`src/rtl/lutram_pkg.sv`:
```
// Package: shared mode types and decoders for the bit-table memory.
// Assumes: 2-bit mode codes; unused codes alias to a defined mode.
package lutram_pkg;

    typedef enum logic [1:0] {
        ORG_WIDE   = 2'd0,
        ORG_DEEP   = 2'd1,
        ORG_NARROW = 2'd2
    } org_e;

    typedef enum logic [1:0] {
        WS_EDGE  = 2'd0,
        WS_LEVEL = 2'd1,
        WS_DUAL  = 2'd2
    } wstyle_e;

    // Map the raw write-style code; code 3 behaves as edge.
    function automatic wstyle_e decode_style(input logic [1:0] code);
        case (code)
            2'd1:    return WS_LEVEL;
            2'd2:    return WS_DUAL;
            default: return WS_EDGE;
        endcase
    endfunction

    // Map the raw organisation code; dual-port style forces 16x1.
    function automatic org_e decode_org(input logic [1:0] code, input wstyle_e sty);
        if (sty == WS_DUAL) return ORG_NARROW;
        case (code)
            2'd1:    return ORG_DEEP;
            2'd2:    return ORG_NARROW;
            default: return ORG_WIDE;
        endcase
    endfunction

endpackage

```
`src/rtl/lutram_table.sv`:
```
// Module: one bit table of DEPTH entries with one write port and two
// combinational read ports.
// Assumes: wr_en is already qualified by mode; reset is synchronous low.
module lutram_table #(
    parameter int ADDR_W = 4
) (
    input  logic              clk,
    input  logic              rst_n,
    input  logic              wr_en,
    input  logic [ADDR_W-1:0] wr_addr,
    input  logic              wr_bit,
    input  logic [ADDR_W-1:0] rd_addr_a,
    input  logic [ADDR_W-1:0] rd_addr_b,
    output logic              rd_a,
    output logic              rd_b
);
    localparam int DEPTH = 1 << ADDR_W;

    logic [DEPTH-1:0] cells;

    for (genvar i = 0; i < DEPTH; i++) begin : g_cell
        // Store one bit: clear on reset, load when this entry is written.
        always_ff @(posedge clk) begin
            if (!rst_n) begin
                cells[i] <= 1'b0;
            end else if (wr_en && (wr_addr == ADDR_W'(i))) begin
                cells[i] <= wr_bit;
            end
        end
    end

    // Asynchronous lookups on both read ports.
    always_comb begin
        rd_a = cells[rd_addr_a];
        rd_b = cells[rd_addr_b];
    end

endmodule

```
`src/rtl/lutram_wctl.sv`:
```
// Module: decodes the mode inputs and steers write enables and data bits
// to the two tables.
// Assumes: pure combinational; the raw codes may hold any value.
module lutram_wctl
    import lutram_pkg::*;
(
    input  logic [1:0] org_mode,
    input  logic [1:0] wr_style,
    input  logic       we,
    input  logic       sel_hi,
    input  logic [1:0] wdata,
    output org_e       eff_org,
    output wstyle_e    eff_style,
    output logic       f_we,
    output logic       g_we,
    output logic       f_bit,
    output logic       g_bit
);
    // Resolve the effective organisation and write style.
    always_comb begin
        eff_style = decode_style(wr_style);
        eff_org   = decode_org(org_mode, eff_style);
    end

    // Route the enable and data to each table according to the organisation.
    always_comb begin
        f_we  = 1'b0;
        g_we  = 1'b0;
        f_bit = wdata[0];
        g_bit = wdata[0];
        case (eff_org)
            ORG_WIDE: begin
                f_we  = we;
                g_we  = we;
                g_bit = wdata[1];
            end
            ORG_DEEP: begin
                f_we = we && !sel_hi;
                g_we = we && sel_hi;
            end
            ORG_NARROW: begin
                f_we = we;
                g_we = we && (eff_style == WS_DUAL);
            end
            default: begin
                f_we = 1'b0;
                g_we = 1'b0;
            end
        endcase
    end

endmodule

```
`src/rtl/lutram_rmux.sv`:
```
// Module: forms the read outputs from the table lookups, with write
// transparency in level style.
// Assumes: table outputs are combinational; pure combinational.
module lutram_rmux
    import lutram_pkg::*;
(
    input  org_e       eff_org,
    input  wstyle_e    eff_style,
    input  logic       we,
    input  logic       sel_hi,
    input  logic [1:0] wdata,
    input  logic       f_rd,
    input  logic       g_rd,
    input  logic       g_rd_b,
    output logic [1:0] rdata,
    output logic       rdata_b
);
    logic [1:0] stored;

    // Pick the stored bits for the active organisation.
    always_comb begin
        case (eff_org)
            ORG_WIDE:   stored = {g_rd, f_rd};
            ORG_DEEP:   stored = {1'b0, sel_hi ? g_rd : f_rd};
            ORG_NARROW: stored = {1'b0, f_rd};
            default:    stored = 2'b00;
        endcase
    end

    // Level style passes the write image through; dual style drives port B.
    always_comb begin
        if ((eff_style == WS_LEVEL) && we) begin
            rdata = (eff_org == ORG_WIDE) ? wdata : {1'b0, wdata[0]};
        end else begin
            rdata = stored;
        end
        rdata_b = (eff_style == WS_DUAL) ? g_rd_b : 1'b0;
    end

endmodule

```
`src/rtl/lutram_dual.sv`:
```
// Module: top of the reconfigurable bit-table memory. Two tables, a write
// steering decoder and a read multiplexer.
// Assumes: inputs are synchronous to clk; reset is synchronous active-low.
module lutram_dual
    import lutram_pkg::*;
#(
    parameter int ADDR_W = 4
) (
    input  logic              clk,
    input  logic              rst_n,
    input  logic [1:0]        org_mode,
    input  logic [1:0]        wr_style,
    input  logic              we,
    input  logic [ADDR_W:0]   addr,
    input  logic [1:0]        wdata,
    input  logic [ADDR_W-1:0] raddr_b,
    output logic [1:0]        rdata,
    output logic              rdata_b
);
    localparam int IDX_W = ADDR_W;

    org_e             eff_org;
    wstyle_e          eff_style;
    logic             f_we, g_we, f_bit, g_bit;
    logic             f_rd, f_rd_b, g_rd, g_rd_b;
    logic             sel_hi;
    logic [IDX_W-1:0] idx;

    // Split the address into the table index and the table select bit.
    always_comb begin
        idx    = addr[IDX_W-1:0];
        sel_hi = addr[IDX_W];
    end

    lutram_wctl u_wctl (
        .org_mode  (org_mode),
        .wr_style  (wr_style),
        .we        (we),
        .sel_hi    (sel_hi),
        .wdata     (wdata),
        .eff_org   (eff_org),
        .eff_style (eff_style),
        .f_we      (f_we),
        .g_we      (g_we),
        .f_bit     (f_bit),
        .g_bit     (g_bit)
    );

    lutram_table #(.ADDR_W(ADDR_W)) u_tab_f (
        .clk       (clk),
        .rst_n     (rst_n),
        .wr_en     (f_we),
        .wr_addr   (idx),
        .wr_bit    (f_bit),
        .rd_addr_a (idx),
        .rd_addr_b (raddr_b),
        .rd_a      (f_rd),
        .rd_b      (f_rd_b)
    );

    lutram_table #(.ADDR_W(ADDR_W)) u_tab_g (
        .clk       (clk),
        .rst_n     (rst_n),
        .wr_en     (g_we),
        .wr_addr   (idx),
        .wr_bit    (g_bit),
        .rd_addr_a (idx),
        .rd_addr_b (raddr_b),
        .rd_a      (g_rd),
        .rd_b      (g_rd_b)
    );

    lutram_rmux u_rmux (
        .eff_org   (eff_org),
        .eff_style (eff_style),
        .we        (we),
        .sel_hi    (sel_hi),
        .wdata     (wdata),
        .f_rd      (f_rd),
        .g_rd      (g_rd),
        .g_rd_b    (g_rd_b),
        .rdata     (rdata),
        .rdata_b   (rdata_b)
    );

    // Port B of table F is kept for symmetry of the table module.
    logic unused_f_b;
    always_comb unused_f_b = f_rd_b;

endmodule

```
`config.mk`:
```
export PLATFORM = sky130hd
export DESIGN_NAME = lutram_dual
export DESIGN_NICKNAME = d
export VERILOG_FILES = /design/src/rtl/lutram_pkg.sv /design/src/rtl/lutram_table.sv /design/src/rtl/lutram_wctl.sv /design/src/rtl/lutram_rmux.sv /design/src/rtl/lutram_dual.sv
export SDC_FILE = /design/constraint.sdc
export NUM_CORES = 1
export LEC_CHECK = 0
export ABC_CLOCK_PERIOD_IN_PS = 3700
export BUFFER_PORTS_ARGS = -buffer_cell sky130_fd_sc_hd__buf_2
export CAP_MARGIN = 20
export CORE_ASPECT_RATIO = 0.5
export CORE_MARGIN = 1.5
export CORE_UTILIZATION = 55
export DETAILED_ROUTE_END_ITERATION = 10
export PLACE_DENSITY = 0.71
export SLEW_MARGIN = 10
export SYNTH_ARGS = -nofsm -noshare
export SYNTH_HDL_FRONTEND = slang
export SYNTH_HIERARCHICAL = 1
export SYNTH_SLANG_ARGS = --single-unit
```
`constraint.sdc`:
```
create_clock -name clk -period 3.7 [get_ports clk]
set_input_delay 0.185 -clock clk [delete_from_list [all_inputs] [get_ports clk]]
set_output_delay 0.185 -clock clk [all_outputs]
set_load 0.02 [all_outputs]
```
==> impl_results.md <==
- RD Place Congestion: 0.795
- Clk sinks: 32
- Placed Cells: 283
- Layout cell share with drive strength beyond 1: 15.0%
- Final WS setup: 1.33 ns
- P_leak: 0.919 nW
- Synthesized net count: 245
- Congestion Overflow GR: 0
- Die Wd: 89.4 µm
- Drt pass-1 iters: 4
- Number of setup violations in the final report: 0
- Final worst-path cycle share: 64.0%
- Final cell count without fillers: 291
- CTS buffer count: 5
- Actual slew at the worst max-slew pin: 0.695 ns
- Clock latency at the later pin of the worst-skew pair: 0.29 ns
- R2R setup slack: 3.02 ns
- WS Path Type: in -> reg
- Fin crit period: 2.37 ns
- Post-CTS Setup Repair Bufs: 0
- Final Hold Fails: 0
- Dpl hpwl: 3.53 mm
- Ports: 21
- H-tree depth: 2
- Average wire per standard cell: 17.3 µm
- Drc violations: 0
- Pre-CTS setup slack: 1.07 ns
- Status: complete, no violations
- First-pass GRT wire length: 7.68 mm
- Final net count: 261
- Initial antenna violation count: 0
- Die area: 0.00413 mm²
- RSZ-0062 raised after global routing: false
- Via density: 6.29
- # diodes: 0
- Hold Buf Count CTS: 0
- Slew Viols, Final: 0
- Post-synthesis cell count: 223
- Area of the core: 0.00349 mm²
- Worst clock skew: 0 ns
- Power per Cell Area: 349 mW/mm²
- Warnings, synthesis: 6
- Number of fill cells: 310
- Avg Inst Size Synth: 9.20 µm²
- CTS tree: built
- Crit start category: input pin
- Cell Area, Synth: 0.00205 mm²
- WP data required: 3.85 ns
- IO Port Bufs: 20
- CTS Root Cell: clkbuf_8
- CP endpoint kind: flip-flop
- CP max FO: 8
- Max Cap Viol: 0
- Area Growth Syn to Fin: 10.7%
- Clock transition at path regs: 0.07 ns
- Largest net degree at the start of global routing: 27
- Critical Path AT: 2.52 ns
- Post-CTS Resized: 0
- Worst Hold Class: in -> reg
- Initial Util: 58.7%
- Clock Path Buffers: 2
- Drt initial violations: 103
- Post-Route WL: 5.04 mm
- Antenna viol nets, final: 0
- Worst IR Drop VDD: 229 µV
- Die Span Y: 46.2 µm
- # rows: 15
- Worst rel slew slack: 53.0%
- Total vias in the final route: 1829
- Fmax: 0.422 GHz
- All-layer global routing usage: 26.1%
- Vias in the first global route: 1597
- Setup TNS: 0 ns
-- worst paths after layout --
kind	startpoint	to	cells past startpoint
max	org_mode[1]	u_tab_g/cells[0]$_SDFFE_PN0P_	9
min	wdata[0]	u_tab_f/cells[9]$_SDFFE_PN0P_	3
max reg2reg	u_tab_g/cells[9]$_SDFFE_PN0P_	u_tab_g/cells[9]$_SDFFE_PN0P_	2
min reg2reg	u_tab_f/cells[14]$_SDFFE_PN0P_	u_tab_f/cells[14]$_SDFFE_PN0P_	2
-- registers in the layout, indices dropped and copies added (netlist names) --
| signal | cells |
|---|---|
| u_tab_f/cells | 16 |
| u_tab_g/cells | 16 |
-- layout by cell type, fill, tap and decap left out, types with 2 or more instances in the layout --
cell type and instances:
o21ai_0 33, a21oi_1 32, dfxtp_1 32, nand3_1 27, buf_2 20, mux4_1 12
mux2i_1 11, nand4_1 8, nand2b_1 7, inv_1 6, clkbuf_8 5, nand2_1 5
nand3b_1 5, nor2b_1 5, and3b_1 4, ha_1 4, and3_1 3, nor3b_1 2
nor2_1 2, or3b_1 2, or2_2 2
-- worst max-delay path: stages --
cell and delay (ns):
buf_2 0.07, inv_1 0.06, o21ai_0 0.48, ha_1 0.35, nor2b_1 0.14, a311oi_2 0.49
or3b_1 0.46, o21ai_0 0.19, a21oi_1 0.08
-- layer usage --
| layer | vias to the layer above | GRT usage (%) | share of wire, % |
|---|---|---|---|
| li1 | 890 | - | - |
| met1 | 854 | 33.3 | 45 |
| met2 | 73 | 42.3 | 44 |
| met3 | 12 | 6.63 | 8.1 |
| met4 | 0 | 12.9 | 2.1 |
| met5 | - | 0 | 0 |
-- metrics by stage --
step	utilization, %	hold WS, ns	total power (W)	cell area (µm²)
2_1_floorplan	-	0.390	0.000427	2050
3_3_place_gp	61.9	0.461	0.000462	2160
3_5_place_dp	61.9	0.467	0.000464	2160
4_1_cts	65.0	0.313	0.000794	2270
5_1_grt	65.0	0.329	0.000822	2270
6_report	65.0	0.315	0.000793	2270
-- cell type report --
| cell class | instances | area [µm²] | share of cell area [%] |
|---|---|---|---|
| Tap cell | 51 | 63.8 | 2.81 |
| Sequential cell | 32 | 641 | 28.2 |
| Inverter | 6 | 22.5 | 0.992 |
| Multi-Input combinational cell | 174 | 1340 | 58.8 |
| Clock inverter | 2 | 35.0 | 1.54 |
| Timing Repair Buffer | 20 | 100 | 4.41 |
| Clock buffer | 6 | 72.6 | 3.20 |
-- report_power, final --
part	internal [W]	total, W	leakage [nW]	switching (W)
clock	0.000200	0.000335	0.0552	0.000135
combinational	0.0000381	0.000109	0.606	0.0000707
sequential	0.000348	0.000350	0.258	0.00000176
No activity file was read; power rests on OpenSTA's default activity.
